### config.mk
export PLATFORM = sky130hd
export DESIGN_NAME = amclk_gen
export DESIGN_NICKNAME = d
export VERILOG_FILES = /design/src/rtl/amclk_pkg.sv /design/src/rtl/amclk_prescale.sv /design/src/rtl/amclk_frac.sv /design/src/rtl/amclk_bitdiv.sv /design/src/rtl/amclk_gen.sv
export SDC_FILE = /design/constraint.sdc
export NUM_CORES = 1
export LEC_CHECK = 0
export BUFFER_PORTS_ARGS = -buffer_cell sky130_fd_sc_hd__clkbuf_2
export CAP_MARGIN = 40
export CORE_MARGIN = 4
export CORE_UTILIZATION = 25
export DETAILED_ROUTE_END_ITERATION = 16
export PLACE_DENSITY_LB_ADDON = 0.05
export SYNTH_ARGS = -nofsm -noshare
export SYNTH_HDL_FRONTEND = slang
export SYNTH_HIERARCHICAL = 1
export SYNTH_SLANG_ARGS = --single-unit
### constraint.sdc
create_clock -name clk -period 5.1 [get_ports clk]
set_input_delay 0.51 -clock clk [delete_from_list [all_inputs] [get_ports clk]]
set_output_delay 0.51 -clock clk [all_outputs]
set_load 0.03 [all_outputs]
### src/rtl/amclk_pkg.sv
package amclk_pkg;

  typedef enum logic [1:0] {
    PS_DIV4 = 2'b00,
    PS_DIV1 = 2'b01,
    PS_DIV2 = 2'b10,
    PS_DIV8 = 2'b11
  } presc_e;

  localparam logic [1:0] SRC_EXT = 2'b10;

  // Divide ratio for a prescale code
  function automatic logic [3:0] presc_div(input logic [1:0] code);
    case (code)
      PS_DIV1: presc_div = 4'd1;
      PS_DIV2: presc_div = 4'd2;
      PS_DIV4: presc_div = 4'd4;
      default: presc_div = 4'd8;
    endcase
  endfunction

endpackage

### src/rtl/amclk_prescale.sv
module amclk_prescale
  import amclk_pkg::*;
#(
  parameter int CNT_W = 3
) (
  input  logic       clk,
  input  logic       rst_n,
  input  logic [1:0] sel,
  output logic       tick
);
  localparam int DW = CNT_W + 1;

  logic [CNT_W-1:0] cnt;
  logic [DW-1:0]    last_val;
  logic             wrap;

  always_comb begin
    last_val = DW'(presc_div(sel) - 4'd1);
    wrap     = ({1'b0, cnt} >= last_val);
  end

  assign tick = wrap;

  always_ff @(posedge clk) begin
    if (!rst_n)     cnt <= '0;
    else if (wrap)  cnt <= '0;
    else            cnt <= cnt + 1'b1;
  end

  AST_PCLK_SPACED: assert property (@(posedge clk) disable iff (!rst_n)
    (tick && sel != PS_DIV1) |=> (sel == PS_DIV1 || !tick));

endmodule

### src/rtl/amclk_frac.sv
module amclk_frac #(
  parameter int RW = 8
) (
  input  logic          clk,
  input  logic          rst_n,
  input  logic          pclk_tick,
  input  logic          clr,
  input  logic [RW-1:0] rate_x,
  input  logic [RW-1:0] rate_y,
  output logic          mclk_tick
);
  // X above Y behaves as X equal to Y
  function automatic logic [RW-1:0] eff_x(input logic [RW-1:0] x,
                                          input logic [RW-1:0] y);
    eff_x = (x > y) ? y : x;
  endfunction

  logic [RW-1:0] acc;
  logic          phase;
  logic [RW-1:0] xe;
  logic [RW:0]   sum;
  logic [RW:0]   diff;
  logic          run;
  logic          hit;
  logic          frac_pulse;

  always_comb begin
    xe         = eff_x(rate_x, rate_y);
    sum        = {1'b0, acc} + {1'b0, xe};
    diff       = sum - {1'b0, rate_y};
    run        = (rate_x != '0) && (rate_y != '0);
    hit        = (sum >= {1'b0, rate_y});
    frac_pulse = pclk_tick && run && !clr && hit;
  end

  assign mclk_tick = frac_pulse && phase;

  always_ff @(posedge clk) begin
    if (!rst_n || clr) begin
      acc   <= '0;
      phase <= 1'b0;
    end else begin
      if (pclk_tick && run)
        acc <= hit ? diff[RW-1:0] : sum[RW-1:0];
      if (frac_pulse)
        phase <= ~phase;
    end
  end

  AST_ACC_BELOW_Y: assert property (@(posedge clk) disable iff (!rst_n)
    (!clr && run) |-> (acc < rate_y));
  AST_HALF_RATE: assert property (@(posedge clk) disable iff (!rst_n)
    mclk_tick |=> !mclk_tick);
  AST_IDLE_HOLD: assert property (@(posedge clk) disable iff (!rst_n)
    (!run && !clr) |=> (acc == $past(acc)));
  AST_CLAMP: assert property (@(posedge clk) disable iff (!rst_n)
    xe <= rate_y);

endmodule

### src/rtl/amclk_bitdiv.sv
module amclk_bitdiv #(
  parameter int RW = 8
) (
  input  logic          clk,
  input  logic          rst_n,
  input  logic          tick_in,
  input  logic          clr,
  input  logic [RW-1:0] div_n,
  output logic          bclk_tick
);
  logic [RW-1:0] cnt;
  logic          at_end;

  assign at_end    = (cnt == div_n);
  assign bclk_tick = tick_in && !clr && at_end;

  always_ff @(posedge clk) begin
    if (!rst_n || clr)  cnt <= '0;
    else if (tick_in)   cnt <= at_end ? '0 : cnt + 1'b1;
  end

  AST_CNT_BOUND: assert property (@(posedge clk) disable iff (!rst_n)
    !clr |-> (cnt <= div_n));

endmodule

### src/rtl/amclk_gen.sv
module amclk_gen
  import amclk_pkg::*;
#(
  parameter int RATE_W   = 8,
  parameter int PS_CNT_W = 3
) (
  input  logic              clk,
  input  logic              rst_n,
  input  logic [1:0]        presc_sel,
  input  logic [RATE_W-1:0] rate_x,
  input  logic [RATE_W-1:0] rate_y,
  input  logic [RATE_W-1:0] bit_div,
  input  logic [1:0]        src_sel,
  input  logic              mclk_oe,
  input  logic              ext_mclk_tick,
  output logic              pclk_tick,
  output logic              mclk_tick,
  output logic              mclk_out_tick,
  output logic              bclk_tick
);
  localparam int CFG_W = 3 * RATE_W;

  logic [CFG_W-1:0] cfg_now;
  logic [CFG_W-1:0] cfg_q;
  logic             cfg_chg;
  logic             loc_tick;
  logic             sel_tick;

  assign cfg_now = {rate_x, rate_y, bit_div};
  assign cfg_chg = (cfg_now != cfg_q);

  always_ff @(posedge clk) begin
    if (!rst_n) cfg_q <= '0;
    else        cfg_q <= cfg_now;
  end

  amclk_prescale #(.CNT_W(PS_CNT_W)) u_presc (
    .clk  (clk),
    .rst_n(rst_n),
    .sel  (presc_sel),
    .tick (pclk_tick)
  );

  amclk_frac #(.RW(RATE_W)) u_frac (
    .clk      (clk),
    .rst_n    (rst_n),
    .pclk_tick(pclk_tick),
    .clr      (cfg_chg),
    .rate_x   (rate_x),
    .rate_y   (rate_y),
    .mclk_tick(loc_tick)
  );

  assign sel_tick      = rst_n && ((src_sel == SRC_EXT) ? ext_mclk_tick : loc_tick);
  assign mclk_tick     = sel_tick;
  assign mclk_out_tick = sel_tick && mclk_oe;

  amclk_bitdiv #(.RW(RATE_W)) u_bdiv (
    .clk      (clk),
    .rst_n    (rst_n),
    .tick_in  (sel_tick),
    .clr      (cfg_chg),
    .div_n    (bit_div),
    .bclk_tick(bclk_tick)
  );

  AST_RESTART_QUIET: assert property (@(posedge clk) disable iff (!rst_n)
    cfg_chg |-> (!loc_tick && !bclk_tick));
  AST_BCLK_ON_MCLK: assert property (@(posedge clk) disable iff (!rst_n)
    bclk_tick |-> mclk_tick);

endmodule

Word-level counts from Yosys, hierarchy flattened
Index checks and enable logic that the tools add are counted.
{"block": "totals", "output_inout_bits": 4, "in_bits": 32, "register_bits": 44}
{"block": "op_classes", "n_reduce_logical": 16, "bitwise_logic": 2, "addsub": 5, "muxes": 5, "n_eq_ne": 5, "n_lt_le_gt_ge": 3}
{"cell": "two-way mux 8 bit", "n": 3}
{"cell": "inequality test 24 bit", "n": 1}
{"cell": "nonzero test 8 bit", "n": 2}
{"cell": "one-hot mux 4 bit (3 select lines)", "n": 1}
{"cell": "adder 8 x 8 -> 9 bit", "n": 1}
{"cell": "greater-or-equal comparator 9 x 8 -> 1 bit", "n": 1}
{"cell": "logical AND 1 bit", "n": 9}
{"cell": "adder 8 x 1 -> 8 bit (second input constant)", "n": 1}
{"cell": "== test 8 bit", "n": 1}
{"cell": "greater-than comparator 8 bit", "n": 1}
{"cell": "subtractor 8 bit", "n": 1}
{"cell": "== test 2 bit (second input constant)", "n": 2}
{"cell": "greater-or-equal comparator 3 x 4 -> 1 bit", "n": 1}
{"cell": "subtractor 4 x 1 -> 4 bit (second input constant)", "n": 1}
{"cell": "adder 3 x 1 -> 3 bit (second input constant)", "n": 1}
{"cell": "== test 2 x 1 -> 1 bit (second input constant)", "n": 1}
{"cell": "zero test 1 bit", "n": 2}
{"cell": "zero test 2 bit", "n": 1}
{"cell": "NOT 1 bit", "n": 2}
{"cell": "OR reduction 2 bit", "n": 1}
{"cell": "logical OR 1 bit", "n": 1}
{"cell": "two-way mux 1 bit", "n": 1}

Depth between registers and ports, before layout
Gate-level depths: netlist (run 1).
{"block": "depth", "depth_word": 12, "depth_mapped": 28, "mapped_depth_nobuf": 27}

Hierarchy
Netlist (run 1), hierarchy kept.
{"mod": "amclk_frac", "area_each_um2": 1435.1, "n_inst": 1, "cells_each": 169, "seq_area_each_um2": 180.2}
{"mod": "amclk_gen", "area_each_um2": 925.9, "n_inst": 1, "cells_each": 86, "seq_area_each_um2": 480.5}
{"mod": "amclk_bitdiv", "area_each_um2": 440.4, "n_inst": 1, "cells_each": 49, "seq_area_each_um2": 160.2}
{"mod": "amclk_prescale", "area_each_um2": 246.5, "n_inst": 1, "cells_each": 28, "seq_area_each_um2": 60.1}

Least setup slack after synthesis (run 1)
No wires, ideal clock.
{"block": "synth_timing", "kind": "in2out", "from": "in rate_y[1]", "to": "out bclk_tick", "n_path_buf": 1, "path_slack_ns": -1.537, "required_ns": 4.590, "stages": 26, "arrival_ns": 6.127, "cell_sequence": "inv_1 > ha_1 > nor2b_1 > o21ai_1 > a21oi_1 > o21bai_1 > a22oi_2 > mux2_1 > ha_1 > inv_1 > fa_1 > nor2b_4 > o31a_1 > nor2_1 > xnor2_1 > ha_1 > nand4_1 > a21oi_1 > o21ai_1 > a31oi_1 > and3b_1 > mux2i_1 > nor2b_1 > clkbuf_2 > nand2_1 > nor4_1"}
{"block": "synth_between", "elab_chain_cells": 10, "elab_cells_between_ends": 16, "cone_classes": "1 x add/sub; 2 x order compare; 1 x eq/ne; 2 x mux; 10 x reduce/logical"}
{"element": "from (decl)", "line": "amclk_gen.sv:11", "rtl": "input logic [RATE_W-1:0] rate_y,"}
{"element": "greater-than comparator 8 bit or nonzero test 8 bit (tied branches)", "line": "amclk_frac.sv:15, amclk_frac.sv:31"}
{"element": "two-way mux 8 bit or logical AND 1 bit (tied branches)", "line": "amclk_frac.sv:15, amclk_frac.sv:31"}
{"element": "adder 8 x 8 -> 9 bit or logical AND 1 bit (tied branches)", "line": "amclk_frac.sv:29, amclk_frac.sv:33"}
{"element": "greater-or-equal comparator 9 x 8 -> 1 bit or logical AND 1 bit (tied branches)", "line": "amclk_frac.sv:32, amclk_frac.sv:33"}
{"element": "logical AND 1 bit (*)", "line": "amclk_frac.sv:33", "rtl": "frac_pulse = pclk_tick && run && !clr && hit;"}
{"element": "logical AND 1 bit (*)", "line": "amclk_frac.sv:36", "rtl": "assign mclk_tick = frac_pulse && phase;"}
{"element": "via loc_tick", "line": "amclk_gen.sv:26", "rtl": "logic loc_tick;"}
{"element": "two-way mux 1 bit (*)", "line": "amclk_gen.sv:54", "rtl": "assign sel_tick = rst_n && ((src_sel == SRC_EXT) ? ext_mclk_tick : loc_tick);"}
{"element": "logical AND 1 bit (*)", "line": "amclk_gen.sv:54"}
{"element": "via mclk_tick", "line": "amclk_gen.sv:17", "rtl": "output logic mclk_tick,"}
{"element": "logical AND 1 bit (*) (2 in a row)", "line": "amclk_bitdiv.sv:15", "rtl": "assign bclk_tick = tick_in && !clr && at_end;"}
{"element": "to (decl)", "line": "amclk_gen.sv:19", "rtl": "output logic bclk_tick"}
The timed path passes the listed nets; every way through them passes the cells marked *.

Final worst setup path (run 1)
{"block": "layout_timing", "from": "in rate_y[1]", "to": "out mclk_out_tick"}
{"block": "layout_between", "elab_chain_cells": 9, "elab_cells_between_ends": 15, "cone_classes": "1 x add/sub; 2 x order compare; 1 x eq/ne; 2 x mux; 9 x reduce/logical"}
{"element": "greater-than comparator 8 bit or nonzero test 8 bit (tied branches)", "line": "amclk_frac.sv:15, amclk_frac.sv:31"}
{"element": "two-way mux 8 bit or logical AND 1 bit (tied branches)", "line": "amclk_frac.sv:15, amclk_frac.sv:31"}
{"element": "adder 8 x 8 -> 9 bit or logical AND 1 bit (tied branches)", "line": "amclk_frac.sv:29, amclk_frac.sv:33"}
{"element": "greater-or-equal comparator 9 x 8 -> 1 bit or logical AND 1 bit (tied branches)", "line": "amclk_frac.sv:32, amclk_frac.sv:33"}
{"element": "logical AND 1 bit (*)", "line": "amclk_frac.sv:33"}
{"element": "logical AND 1 bit (*)", "line": "amclk_frac.sv:36"}
{"element": "via loc_tick", "line": "amclk_gen.sv:26"}
{"element": "two-way mux 1 bit (*)", "line": "amclk_gen.sv:54"}
{"element": "logical AND 1 bit (*)", "line": "amclk_gen.sv:54"}
{"element": "logical AND 1 bit (*)", "line": "amclk_gen.sv:56", "rtl": "assign mclk_out_tick = sel_tick && mclk_oe;"}
{"element": "to (decl)", "line": "amclk_gen.sv:18", "rtl": "output logic mclk_out_tick,"}
Marked as above.

==> results.tsv, run 1 <==
metric	value	unit
htreeDepth	2	
routed_wl	9.15	mm
tightest_slew	0.744	ns
wl_per_cell	15.0	um
initial_core_util	0.255	
synth_nets	399	
power_density	255	nW/um^2
vias_per_cell	4.50	
crit_path_start_kind	input port	
ios	36	
seq_area_frac_synth	0.289	
critPathCaptureType	primary output	
die_x	118	um
critPathSlowestCell	ha_1	
ys_warn_count	6	
yosys-top-cells-count	44 x dfxtp_1, 36 x xnor2_1, 33 x ha_1	
period_share	1.05	
path_clk_slew	0.06	ns
finClkSkew	0.00386	ns
setup-tns-final	-0.585	ns
num-nets-final	532	
r2r_slack	1.26	ns
worstHoldPathType	in -> reg	
layout_setup_ws	-0.246	ns
avgSynthCellArea	9.18	sq um
arrival	4.84	ns
reg2regPathDepth	21	
core_area	12000	sq um
min_period	5.35	ns
cts_tree	done	
worstHoldStart	bit_div[5]	
firstDrtPassIters	4	
drv_cap	0	
vias	2756	
die_area	14000	sq um
areaGrowthSynthToFinish	52.2	%
drc_errors	0	
violations	setup timing	
synth_area_leader_cell	dfxtp_1	
gp_congestion	0.725	
grt_pass1_vias	2959	
synthCells	332	
multi_input_area	2300	sq um
cts.sinks	44	
grt_max_degree	32	
cts_buffers	5	
synth.most_common_cell	dfxtp_1	
hold_viol	0	
track_usage	0.138	
async_flop_share	0	
portBuffers	35	
antenna_found_initial	0	
hold_depth	2	
relSlewSlack	0.504	
diodes	0	
synth.top_cell.area_share	0.289	
register_area	881	sq um
hold_end	cfg_q[5]	
total_power	1.18	mW
grt_overflow	0	
synth_cell_type_count	50	
rsz0062_at_grt	true	
cts_buffer_depth	2	
layout-drive-gt1-share	0.400	
synth_seq_cells	44	
grt_pass1_wl	15.2	mm
critPathRequiredTime	4.59	ns
syn-cell-area	3050	sq um
outcome	complete, but fails checks	
slowest_delay	0.35	ns
synth_flop_cell	dfxtp_1	
synthTopCellsByArea	dfxtp_1 29%, ha_1 14%, xnor2_1 10%	
r2r_start	u_frac/acc[0]	
fmax	0.187	GHz
crit_fanout	5	
cts_root_buf	clkbuf_16	
cpMostUsedCell	nor2b_4	
r2r-end	u_bdiv/cnt[7]	
rows	40	
drt_iter0_drc	124	
ant_nets	0	
dp_hpwl	7.07	mm
critPathKind	in -> out	
slew_violations	0	
setup_violations	3	
ir_drop	116	uV
clock_latency	0.29	ns
synth-edff-count	0	
p_leak	2.06	nW
n_fill_cell	1173	
die_height	118	um
==> cells in the final DEF (no fill, tap or decap), types with 5 or more instances in the layout <==
cell	count
xnor2_1	35
mux2i_1	6
ha_4	7
buf_6	11
inv_1	17
a21oi_1	14
o21ai_0	8
nand2_1	15
dfxtp_1	44
clkbuf_2	31
mux2_1	5
and2_1	25
ha_1	25
nor4_1	7
nand4_1	12
xor2_1	14
clkbuf_16	6
nor2_1	18
buf_4	86
nand3_1	5
==> power by group <==
group | internal (mW) | total, mW | switching, mW | leakage, nW
clock network | 0.278 | 0.421 | 0.143 | 0.0899
logic | 0.208 | 0.397 | 0.188 | 1.61
registers | 0.359 | 0.366 | 0.00692 | 0.362
total | 0.845 | 1.18 | 0.338 | 2.06
==> worst max-delay path, delay by kind of cell <==
kind                     cells  cell delay [ns]
AND/OR/NAND/NOR              6             0.77
XOR/XNOR                     1             0.09
buffers and inverters        7             0.78
AO/OA/AOI/OAI                9             1.20
adder cells (fa/ha/maj)      4             1.00
multiplexers                 2             0.49
==> kinds of logic (layout without fill, tap and decap cells) <==
family	after synthesis	in the layout	synth area share
buf+inv	27	160	0.0337
mux	16	16	0.0575
fa+ha+maj	35	35	0.149
flops	44	44	0.289
compound gates	59	59	0.142
simple gates	100	100	0.183
xor+xnor	51	51	0.147
==> registers in the layout, indices dropped and copies added (netlist names) <==
signal / count
cfg_q: 24
u_frac/phase: 1
u_presc/cnt: 3
u_bdiv/cnt: 8
u_frac/acc: 8
==> layer usage <==
metal,global-route usage,part of all wire
met4,0.0377,0.014
met3,0.0297,0.027
met2,0.254,0.52
met5,0,0
met1,0.159,0.44
==> repair_timing <==
action	CTS	global route
hold buffers	0	0
buffers inserted	28	5
gates cloned	0	0
endpoints found under the setup margin	11	12
gates resized for setup	35	18
pin swaps	21	23
hold endpoints to repair	0	0
==> per-stage QoR <==
stage	instance area, sq um	cells	utilization	setup WS, ns	hold slack (ns)
detailed placement	3990	577	0.334	-0.581	0.480
finish	4640	612	0.388	-0.246	0.476
floorplan	3150	332	-	-0.402	0.456
global route	4640	612	0.388	-0.544	0.492
CTS	4560	612	0.381	-0.319	0.475
global placement	3980	576	0.333	-0.458	0.489
==> final cells by class <==
cell class | instances | share of cell area
Inverter | 21 | 0.0197
Timing Repair Buffer | 132 | 0.214
Clock buffer | 5 | 0.0270
Tap cell | 147 | 0.0397
Multi-Input combinational cell | 261 | 0.497
Sequential cell | 44 | 0.190
Clock inverter | 2 | 0.0129
==> worst max-delay path by stage <==
stage | start | to | slack (ns) | depth (start not counted)
floorplan | rate_y[1] | bclk_tick | -0.40 | 26
global route | rate_y[1] | bclk_tick | -0.54 | 28
finish | rate_y[1] | mclk_out_tick | -0.25 | 29
CTS | rate_y[1] | bclk_tick | -0.32 | 28
global placement | rate_y[1] | bclk_tick | -0.46 | 26
detailed placement | rate_y[1] | bclk_tick | -0.58 | 26
Note: power is estimated with default switching activity, not from simulation.
==> inputs of run 2 (changes only) <==
--- a/config.mk
+++ b/config.mk
@@ -9,6 +9,7 @@
 export CAP_MARGIN = 40
 export CORE_MARGIN = 4
 export CORE_UTILIZATION = 25
+export CTS_BUF_LIST = sky130_fd_sc_hd__clkbuf_8
 export DETAILED_ROUTE_END_ITERATION = 16
 export PLACE_DENSITY_LB_ADDON = 0.05
 export SYNTH_ARGS = -nofsm -noshare
==> run 2 against run 1 <==
  * The flow still finishes with violations (setup timing)
  * Cell area decreased by 1.2%
  * Worst setup slack better by 0.010 ns
  * Sequential cell count did not move
  * Die area unchanged
  * Clock power shrank 23%
  * Largest cell class unchanged
==> results.tsv, run 2 (synthesis gave the netlist of run 1 again) <==
metric	value	unit	change
outcome	complete, but fails checks		
violations	setup timing		
slew_violations	0		unchanged
ant_nets	0		unchanged
die_x	118	um	unchanged
regMostFlops	cfg_q		
fmax	0.187	GHz	+0.19%
final_area	4580	sq um	-1.2%
n_fill_cell	1184		+0.94%
tightest_slew	0.745	ns	+0.000933 ns
post-place-ws	-0.581	ns	unchanged
reg2regPathDepth	21		unchanged
setup_violations	3		unchanged
combPwrFrac	0.365		+0.030
critPathRequiredTime	4.59	ns	about the same
layout-drive-gt1-share	0.400		unchanged
track_usage	0.138		+0.000703
largest_reg_flops	24		unchanged
final_cell_mix	86 x buf_4, 44 x dfxtp_1, 35 x xnor2_1		
grt_overflow	0		unchanged
period_share	1.05		-0.00201
total_power	1.09	mW	-8.1%
gp_congestion	0.725		unchanged
core_area	12000	sq um	unchanged
initial_core_util	0.255		unchanged
cts_buffer_depth	2		unchanged
rsz0062_at_grt	true		
areaGrowthSynthToFinish	50.3	%	
routed_wl	9.15	mm	about the same
cts_buffers	5		unchanged
slowest_delay	0.35	ns	about the same
arrival	4.83	ns	about the same
crit_path_start_kind	input port		
htreeDepth	2		unchanged
finClkSkew	0.00557	ns	+0.00171 ns
clock_latency	0.31	ns	+0.02 ns
grt_max_degree	32		unchanged
relSlewSlack	0.503		-0.000622
die_height	118	um	unchanged
layout.cells.most_common	buf_4		
critPathSlowestCell	ha_1		
dp_hpwl	7.07	mm	unchanged
drv_cap	0		unchanged
worstHoldPathType	in -> reg		
portBuffers	35		unchanged
drt_iter0_drc	121		-2.4%
cts_tree	done		
critPathKind	in -> out		
power.share.sequential	0.336		+0.027
cpMostUsedCell	nor2b_4		
clkPwrFrac	0.299		-0.057
grt_pass1_vias	2967		+0.27%
ios	36		unchanged
cts_root_buf	clkbuf_8		
die_area	14000	sq um	unchanged
rows	40		unchanged
hold_depth	2		unchanged
placed_cell_area	3990	sq um	unchanged
r2r_slack	1.25	ns	about the same
min_period	5.34	ns	-0.0103 ns
hold_viol	0		unchanged
power_density	237	nW/um^2	-7.0%
utilization	0.383		-0.00471
grt_pass1_wl	15.2	mm	+0.14%
intPower	0.760	mW	-10%
ir_drop	145	uV	+25%
firstDrtPassIters	4		unchanged
num-nets-final	532		unchanged
reg_top3	cfg_q (24), u_bdiv/cnt (8), u_frac/acc (8)		
critPathCaptureType	primary output		
vias_per_cell	4.49		-0.33%
switching_share	0.301		+0.0154
antenna_found_initial	0		unchanged
cts_hold_buffers	0		unchanged
layout_setup_ws	-0.236	ns	+0.0103 ns
power_switching	0.327	mW	-3.2%
wl_per_cell	14.9	um	about the same
crit_fanout	5		unchanged
drc_errors	0		unchanged
cts.sinks	44		unchanged
path_clk_slew	0.08	ns	+0.02 ns
diodes	0		unchanged
vias	2747		-0.33%
p_leak	2.03	nW	-1.2%
## run 2: cell count changes in the layout (fill, tap and decap cells not counted)
cell / change
clkbuf_8: +5
clkbuf_16: -5
## run 2: worst max-delay path: cells and delay by family
family	cells	cell delay [ns]
fa+ha+maj	4	1.00
buf+inv	7	0.77
simple gates	6	0.77
compound gates	9	1.19
xor+xnor	1	0.09
mux	2	0.49
## run 2: metrics by stage
stage                     hold WS (ns)  cells  TNS (ns)
after floorplan                  0.456    332    -0.907
after global placement           0.489    576     -3.68
after detailed placement         0.480    577     -4.69
after CTS                        0.444    612    -0.900
after global routing             0.456    612     -1.95
final                            0.459    612    -0.555
## run 2: path summary, 6_finish.rpt
| check | startpoint | to |
|---|---|---|
| min reg2reg | u_frac/acc[7] | u_frac/acc[7] |
| max reg2reg | u_frac/acc[0] | u_bdiv/cnt[7] |
| max | rate_y[1] | mclk_out_tick |
| min | bit_div[5] | cfg_q[5] |
## run 2: power by group through the flow
| stage | clock, mW | combinational [mW] | sequential, mW |
|---|---|---|---|
| global placement | 0 | 0.332 | 0.374 |
| CTS | 0.341 | 0.386 | 0.365 |
| finish | 0.325 | 0.397 | 0.365 |
| floorplan | 0 | 0.196 | 0.372 |
| detailed placement | 0 | 0.330 | 0.374 |
| global route | 0.351 | 0.438 | 0.367 |
## run 2: what timing repair did
item,4_1_cts,5_1_grt
buffers inserted,28,5
pin swaps,21,23
gates resized for setup,35,18
setup endpoints to repair,11,12
## run 2: cell type report
type / count / area, sq um / area share
sequential: 44 / 881 / 0.192
clock inverter: 2 / 60.1 / 0.0131
clock buffer: 5 / 68.8 / 0.0150
inverter: 21 / 91.3 / 0.0199
timing repair buffer: 132 / 993 / 0.217
tap: 147 / 184 / 0.0401
multi-input combinational: 261 / 2300 / 0.503
## run 2: metal layers
layer / part of all wire / vias to the layer above / global-route usage / wire [um]
li1: - / 1423 / - / -
met1: 0.44 / 1285 / 0.159 / 4030
met2: 0.52 / 31 / 0.255 / 4790
met3: 0.027 / 8 / 0.0297 / 243
met4: 0.0097 / 0 / 0.0420 / 89
met5: 0 / - / 0 / 0
==> inputs of run 3 (changes only) <==
--- a/config.mk
+++ b/config.mk
@@ -16,3 +16,4 @@
 export SYNTH_HDL_FRONTEND = slang
 export SYNTH_HIERARCHICAL = 1
 export SYNTH_SLANG_ARGS = --single-unit
+export TNS_END_PERCENT = 1
==> run 3 against run 2 <==
  * The run still ends with setup timing left
  * Utilization decreased by 3.4 points
  * Cell area shrank 8.9%
  * Critical path depth down 1
  * Hold slack better by 0.0068 ns
  * First-iteration DRC count decreased by 43%
  * Global-route usage is 1.5 points lower
  * Highest routed layer unchanged
==> results.tsv, run 3 (synthesis gave the netlist of run 1 again) <==
metric	value	unit	change
reg2regPathDepth	20		-4.8%
worstHoldStart	bit_div[4]		
track_usage	0.123		-0.0149
die_x	118	um	unchanged
die_height	118	um	unchanged
clkPwrFrac	0.300		about the same
grt_max_degree	32		unchanged
antenna_found_initial	0		unchanged
portBuffers	35		unchanged
power_switching	0.310	mW	-5.4%
ios	36		unchanged
r2r_start	u_frac/acc[0]		
ant_nets	0		unchanged
vias	2575		-6.3%
regMostFlops	cfg_q		
setup_violations	3		unchanged
switching_share	0.312		+0.0105
r2r-end	u_bdiv/cnt[7]		
cts_buffers	5		unchanged
gp_congestion	0.799		+10%
die_area	14000	sq um	unchanged
vias_per_cell	4.40		-1.9%
cts.sinks	44		unchanged
finClkSkew	0.0191	ns	+0.0135 ns
crit_fanout	4		-1
power.share.sequential	0.367		+0.031
relSlewSlack	0.560		+0.0566
initial_core_util	0.255		unchanged
grt_overflow	0		unchanged
htreeDepth	2		unchanged
cts_tree	done		
drc_errors	0		unchanged
total_power	0.994	mW	-8.6%
crit_path_start_kind	input port		
hold_depth	2		unchanged
core_area	12000	sq um	unchanged
violations	setup timing		
drt_iter0_drc	69		-43%
tightest_slew	0.660	ns	-0.0848 ns
routed.top_layer	met4		
routed_wl	8.38	mm	-8.3%
grt_pass1_wl	13.7	mm	-10%
cts_hold_buffers	0		unchanged
hold_viol	0		unchanged
intPower	0.684	mW	-10%
power_density	238	nW/um^2	+0.33%
rsz0062_at_grt	true		
p_leak	1.86	nW	-8.5%
path_clk_slew	0.09	ns	about the same
route.met2.wl	3.70	mm	-23%
ir_drop	73.9	uV	-49%
grt_pass1_vias	2554		-14%
clock_latency	0.32	ns	about the same
setup-tns-final	-0.360	ns	+0.195 ns
min_period	5.29	ns	-0.0412 ns
fmax	0.189	GHz	+0.78%
drv_cap	0		unchanged
met1Wirelength	4.30	mm	+6.9%
layout.cells.most_common	buf_4		
wl_per_cell	14.3	um	-4.1%
largest_reg_flops	24		unchanged
layout_setup_ws	-0.194	ns	+0.0412 ns
final_cell_mix	68 x buf_4, 44 x dfxtp_1, 36 x xnor2_1		
diodes	0		unchanged
critPathCaptureType	primary output		
hold_end	cfg_q[4]		
wl_met3	217	um	-11%
crit_start	rate_y[1]		
rows	40		unchanged
num-nets-final	504		-5.3%
post-place-ws	-0.486	ns	+0.0943 ns
critPathRequiredTime	4.59	ns	about the same
cts_root_buf	clkbuf_8		
slew_violations	0		unchanged
outcome	complete, but fails checks		
critPathKind	in -> out		
period_share	1.04		-0.00809
dp_hpwl	6.76	mm	-4.5%
reg_top3	cfg_q (24), u_bdiv/cnt (8), u_frac/acc (8)		
r2r_slack	1.39	ns	+0.14 ns
worstHoldPathType	in -> reg		
areaGrowthSynthToFinish	36.9	%	
combPwrFrac	0.333		-0.032
arrival	4.78	ns	-0.05 ns
cts_buffer_depth	2		unchanged
utilization	0.349		-0.0341
layout-drive-gt1-share	0.315		-0.0849
firstDrtPassIters	4		unchanged
[run 3: cell types whose count changed in the layout (fill, tap and decap cells not counted), moves of 5 or more]
cell   change
ha_4       -5
ha_1       +5
buf_6     -10
buf_4     -18
[run 3: layout make-up]
cell class	instances	area (sq um)
Clock buffer	6	82.6
Clock inverter	2	38.8
Fill cell	1229	7790
Tap cell	147	184
Multi-Input combinational cell	261	2160
Timing Repair Buffer	104	737
Sequential cell	44	881
Inverter	21	91.3
[run 3: how the worst max path moves through the flow]
| stage | end | slack [ns] | cells past startpoint |
|---|---|---|---|
| after floorplan | bclk_tick | -0.40 | 26 |
| after global placement | bclk_tick | -0.45 | 28 |
| after detailed placement | bclk_tick | -0.49 | 28 |
| after CTS | bclk_tick | -0.23 | 28 |
| after global routing | bclk_tick | -0.51 | 28 |
| final | bclk_tick | -0.19 | 28 |
[run 3: layer usage]
| layer | global-route usage | up-vias |
|---|---|---|
| li1 | - | 1375 |
| met5 | 0 | - |
| met2 | 0.191 | 31 |
| met4 | 0.0391 | 0 |
| met1 | 0.174 | 1158 |
| met3 | 0.0225 | 11 |
[run 3: repair_timing]
item	CTS	global route
endpoints found under the setup margin	5	11
buffers inserted	3	1
pin swaps	12	5
gates resized for setup	13	1
[run 3: worst max-delay path: stages]
cell       delay [ns]
clkbuf_16        0.12
inv_12           0.03
ha_4             0.24
nor2b_1          0.11
o21ai_1          0.07
a21oi_1          0.13
o21bai_1         0.08
a22oi_2          0.18
buf_4            0.17
mux2_4           0.31
ha_4             0.18
inv_2            0.05
fa_2             0.22
nor2b_4          0.05
o31a_1           0.29
nor2_1           0.13
xnor2_1          0.10
ha_1             0.34
nand4_1          0.17
a21oi_2          0.18
o21ai_2          0.09
a31oi_2          0.16
and3b_1          0.20
mux2i_2          0.09
nor2b_4          0.17
nand2_4          0.07
nor4_4           0.14
clkbuf_8         0.20
[run 3: through the flow]
step / instance area [sq um] / hold slack (ns) / cells
4_1_cts: 4160 / 0.458 / 584
2_1_floorplan: 3140 / 0.456 / 332
5_1_grt: 4170 / 0.467 / 585
3_3_place_gp: 3950 / 0.493 / 572
6_report: 4170 / 0.466 / 585
3_5_place_dp: 3960 / 0.502 / 573
[run 3: power groups by stage]
stage	combinational (mW)	clock, mW	sequential [mW]
finish	0.331	0.298	0.365
global route	0.373	0.325	0.367
CTS	0.337	0.313	0.365
detailed placement	0.326	0	0.373
global placement	0.331	0	0.373
floorplan	0.196	0	0.372
